<file path="config.mk">
export PLATFORM = sky130hd
export DESIGN_NAME = ref_qual_timer
export DESIGN_NICKNAME = d
export VERILOG_FILES = /design/src/rtl/ref_qual_timer.sv
export SDC_FILE = /design/constraint.sdc
export NUM_CORES = 1
export LEC_CHECK = 0
export BUFFER_PORTS_ARGS = -buffer_cell sky130_fd_sc_hd__buf_2
export CELL_PAD_IN_SITES_DETAIL_PLACEMENT = 2
export CELL_PAD_IN_SITES_GLOBAL_PLACEMENT = 2
export CORE_UTILIZATION = 33
export CTS_CLUSTER_SIZE = 40
export DETAILED_ROUTE_END_ITERATION = 10
export GPL_TIMING_DRIVEN = 0
export PLACE_DENSITY = 0.74
export SLEW_MARGIN = 30
export SYNTH_ARGS = -nofsm -noshare
export SYNTH_HDL_FRONTEND = slang
export SYNTH_SLANG_ARGS = --single-unit
</file>
<file path="constraint.sdc">
create_clock -name clk -period 2.22 [get_ports clk]
set_input_delay 0.222 -clock clk [delete_from_list [all_inputs] [get_ports clk]]
set_output_delay 0.222 -clock clk [all_outputs]
set_load 0.05 [all_outputs]
</file>
<file path="src/rtl/ref_qual_timer.sv">
module ref_qual_timer #(
  parameter int unsigned UP_STEP    = 4,
  parameter int unsigned DN_STEP    = 1,
  parameter int unsigned FAIL_TICKS = 2500
) (
  input  logic clk,
  input  logic rst_n,
  input  logic tick_i,
  input  logic cyc_fail_i,
  input  logic coarse_fail_i,
  input  logic fine_fail_i,
  output logic ref_fail_o,
  output logic holdover_o,
  output logic qualified_o
);

  localparam int unsigned LIMIT = UP_STEP * FAIL_TICKS;
  localparam int unsigned CW    = $clog2(LIMIT + UP_STEP + 1);
  localparam logic [CW-1:0] LIM = CW'(LIMIT);
  localparam logic [CW-1:0] UP  = CW'(UP_STEP);
  localparam logic [CW-1:0] DN  = CW'(DN_STEP);

  logic [2:0] raw, smp, flt, agree;
  logic [CW-1:0] cnt, cnt_nxt;

  assign raw   = {fine_fail_i, coarse_fail_i, cyc_fail_i};
  assign agree = ~(raw ^ smp);

  always_ff @(posedge clk) begin
    if (!rst_n) begin
      smp <= '0;
      flt <= '0;
    end else begin
      smp <= raw;
      flt <= (agree & raw) | (~agree & flt);
    end
  end

  assign ref_fail_o = |flt;
  assign holdover_o = flt[0] | flt[1];

  always_comb begin
    cnt_nxt = cnt;
    if (tick_i) begin
      if (holdover_o)
        cnt_nxt = (cnt >= LIM - UP) ? LIM : cnt + UP;
      else
        cnt_nxt = (cnt > DN) ? cnt - DN : '0;
    end
  end

  always_ff @(posedge clk) begin
    if (!rst_n) begin
      cnt         <= '0;
      qualified_o <= 1'b1;
    end else begin
      cnt <= cnt_nxt;
      if (cnt_nxt == LIM)    qualified_o <= 1'b0;
      else if (cnt_nxt == '0) qualified_o <= 1'b1;
    end
  end

  AST_HOLD_IMPLIES_FAIL: assert property (@(posedge clk) disable iff (!rst_n)
    holdover_o |-> ref_fail_o);
  AST_FINE_NO_MODE: assert property (@(posedge clk) disable iff (!rst_n)
    (flt[2] && !flt[0] && !flt[1]) |-> !holdover_o);
  AST_CNT_BOUND: assert property (@(posedge clk) disable iff (!rst_n)
    cnt <= LIM);
  AST_DISQ_AT_LIMIT: assert property (@(posedge clk) disable iff (!rst_n)
    $fell(qualified_o) |-> cnt == LIM);
  AST_REQUAL_AT_ZERO: assert property (@(posedge clk) disable iff (!rst_n)
    $rose(qualified_o) |-> cnt == '0);
  AST_NO_TICK_STABLE: assert property (@(posedge clk) disable iff (!rst_n)
    !tick_i |=> ($stable(cnt) && $stable(qualified_o)));

  for (genvar g = 0; g < 3; g++) begin : g_flt_chk
    AST_FILTER_AGREE: assert property (@(posedge clk) disable iff (!rst_n)
      $rose(flt[g]) |-> ($past(raw[g]) && $past(raw[g], 2)));
  end

endmodule

</file>
======== Word-level counts from Yosys, hierarchy flattened ========
Index checks and enable logic that the tools add are counted.
storage, ports and cells
  register bits ........................... 21
  bits of input ports ..................... 6
  output and inout port bits .............. 3
  logic and storage cells ................. 25
operators by class
  $add $sub $neg .......................... 2
  $lt $le $gt $ge ......................... 2
  equal/unequal tests ..................... 1
  multiplexer cells ....................... 6
  bitwise logic cells ..................... 7
  reduce and logical (&&, ||, !) cells .... 3
operator list
  cell                     count
  $mux W14                 4
  $add A14 B3 Y14 const B  1
  $eq A14 B14 Y1 const B   1
  $ge A14 B14 Y1 const B   1
  $gt A14 B1 Y1 const B    1
  $logic_not A14 Y1        1
  $sub A14 B1 Y14 const B  1
  $and A3 B3 Y3            2
  $not A3 Y3               2
  $or A3 B3 Y3             1
  $reduce_or A3 Y1         1
  $xor A3 B3 Y3            1
  $mux W1                  2
  $reduce_bool A2 Y1       1
  $or A1 B1 Y1             1

======== Depth between registers and ports, before layout ========
  depth after elaboration ................. 7
  depth in mapped cells ................... 12

======== Worst setup path before layout ========
No wires, ideal clock.
  path type ............................... flip-flop to flip-flop
  start ................................... register cnt[2]
  end ..................................... register qualified_o
  data arrival time ....................... 2182 ps
  path slack .............................. -81 ps
  stages on the path, launching flop included .. 13
  buffers on the path ..................... 2
  clock period less this slack ............ 2301 ps
  path through ............................ dfxtp_1 -> inv_1 -> ha_1 -> nand2b_1 -> buf_2 -> a22oi_1 -> o31a_1 -> buf_2 -> a22o_1 -> a22oi_1 -> and4b_1 -> nand3_1 -> o2bb2ai_1
on the way
  cells in the longest elaborated chain, start to end .. 6
  elaborated cells on any way between the ends .. 12
ends and longest elaborated chain
  what                                                 line    text
  start: declaration                                   24      logic [CW-1:0] cnt, cnt_nxt;
  start signal: assignment                             57      cnt <= cnt_nxt;
  $sub A14 B1 Y14 (tied with other cells)              48      cnt_nxt = (cnt > DN) ? cnt - DN : '0;
  $mux W14 (on tied branches)                          48, 46
  $mux W14                                             45      if (holdover_o)
  $mux W14 *                                           44      if (tick_i) begin
  $eq A14 B14 Y1 or $logic_not A14 Y1 (tied branches)  58, 59
  $mux W1 or $reduce_bool A2 Y1 (tied branches)        n/a
  end signal: assignment                               55      qualified_o <= 1'b1;
  end signal: assignment                               58      if (cnt_nxt == LIM) qualified_o <= 1'b0;
  end signal: assignment                               59      else if (cnt_nxt == '0) qualified_o <= 1'b1;
  end: declaration                                     14      output logic qualified_o
Mark *: on every way between the ends. The rest lies on a longest branch, timed or not.
A chain may end at the register's enable or synchronous reset.

==> reports/results.ini <==
[synthesis]
syn_nets=207
synth_area_sq_um=1590
synth_seq_area_share=0.264
synth-main-ff-cell=dfxtp_1
avgSynthCellArea_sq_um=8.11
synth_warnings=0
syn_inst=196
synth_edf_count=0
synth_seq_cells=21
synth_cell_types=61
ys_async_sr_fraction=0

[run_status]
violations=negative setup slack
outcome=finished with violations

[drt]
drt_first_pass_iters=4
drt_wl_total_mm=7.04
wire_per_inst_um=24.5
antenna_left=0
drc_errors=0
routed_via_density=6.01
num_vias=1724
first_iter_violations=140

[worst_setup_path]
cp_slowest_cell=o32a_1
required_ps=2380
cp_max_fo=10
cp-start-kind=flop
crit_chain=nor2_1 > buf_2 > nand3_2 > o32a_1 > or3_1 > nand3_2 > and4_1 > nand3_1 > o2bb2ai_1
reg2regPathDepth=9
crit_path_frequent_cell=nand3_2
crit_path_end_kind=flop
slowest_delay_ps=390
critPathArrivalTime_ps=2650
path_class=flop to flop

[finish]
antenna_cells=0
area_growth_pct=42.2
nNetsFinal=247
final_common_cell=buf_4
fillers=480
layout_common_cells=24 x buf_4, 16 x nand2_1, 11 x and2_1
drive_above_1_share=0.455

[clocking]
cts_htree_levels=1
cts_root_buf=clkbuf_8
cts_buffers=3
clkSlewWorstSetupHoldPaths_ps=80
cts.sinks=21
clkLatencyLatePin_ps=270
cts_tree=yes
clk_path_buf_depth=2

[timing]
finalCriticalPeriod_ps=2490
rsz0062_at_grt=yes
slew_headroom=0.598
max_freq_mhz=401
worst_pin_slew_ps=603
setup_ws_ps=-274
final-setup-viol-count=2
fin_skew_ps=4.09
final_max_slew_viol_count=0
final_hold_viol_count=0
final.period_utilization=1.12

[placed_design]
dp_hpwl_mm=4.05
numPortBuffers=8
gp_congestion=0.849
place_ws_ps=-541

[die]
initial_core_util=0.353
rows=24
design.core.area_sq_um=4500
fp.dieH_um=71.4
die-area_sq_um=5100
io_pins=9
fp.dieW_um=71.4

[global_route]
track_usage=0.271
grt_max_degree=12
grt_remaining_overflow=0
first_global_vias=1860
antenna_found_initial=0
grt_pass1_wl_mm=10.5

[worst_hold_path]
hold_class=input port to flop
min_path_cells=2

[flow_run]
maxCapViolations=0

-- repair_timing --
item                       CTS  global route
hold buffers                 0             0
buffers inserted            23             7
gates cloned                 0             0
pin swaps                   18            14
resized for setup           65            18
setup endpoints to repair    8             4
-- cell families (layout without fill, tap and decap cells) --
| kind of cell | Yosys count | after routing | synth area share |
|---|---|---|---|
| flops | 21 | 21 | 0.264 |
| xor+xnor | 2 | 2 | 0.0110 |
| fa+ha+maj | 5 | 5 | 0.0393 |
| compound gates | 54 | 54 | 0.271 |
| mux | 3 | 3 | 0.0189 |
| buf+inv | 24 | 63 | 0.0684 |
| simple gates | 87 | 87 | 0.327 |
-- area by class of cell --
class	instances	area, sq um	area share
multi-input combinational	151	1270	0.561
sequential	21	455	0.201
timing repair buffer	38	297	0.131
buffer	11	85.1	0.0376
tap	52	65.1	0.0288
clock buffer	4	45.0	0.0199
inverter	10	45.0	0.0199
-- through the flow --
stage	setup TNS, ps	hold WS, ps	util	cell area, sq um	std cells
2_1_floorplan	0	344	-	1600	196
3_3_place_gp	-681	438	0.378	1700	256
3_5_place_dp	-1140	448	0.378	1700	256
4_1_cts	-109	181	0.483	2170	282
5_1_grt	-472	175	0.502	2260	287
6_report	-274	167	0.502	2260	287
-- critical path: cells and delay by family, from the launching register on --
kind / cells / cell delay (ps)
buf+inv: 1 / 340
flops: 1 / 340
compound gates: 2 / 530
simple gates: 6 / 1190
-- path summary, 6_finish.rpt --
path	from	end	slack [ps]
setup / recovery	flop	qualified_o	-270
hold / removal	coarse_fail_i	smp[1]	170
setup reg to reg	flop	qualified_o	-270
hold reg to reg	smp[0]	flop	480
-- per-layer routing --
layer | vias up | part of all wire | GRT usage
met3 | 13 | 0.025 | 0.0183
met1 | 863 | 0.45 | 0.368
met2 | 46 | 0.50 | 0.462
met4 | 0 | 0.021 | 0.0822
li1 | 802 | - | -
met5 | - | 0 | 0
-- Yosys cell counts, types with 4 or more instances --
master	n	area share
o21ai_0	9	0.028
nor2_1	11	0.026
ha_1	5	0.039
a21boi_0	4	0.019
nand2_1	16	0.038
nand3_1	11	0.035
buf_2	5	0.016
clkbuf_1	4	0.0094
a22oi_1	4	0.019
a21oi_1	4	0.013
and2_1	11	0.043
nor3_1	5	0.016
nor2b_1	5	0.020
dfxtp_1	21	0.26
inv_1	9	0.021
Power is not shown: default switching activity piles up to over one toggle a cycle in this logic, so the estimate is an artifact.
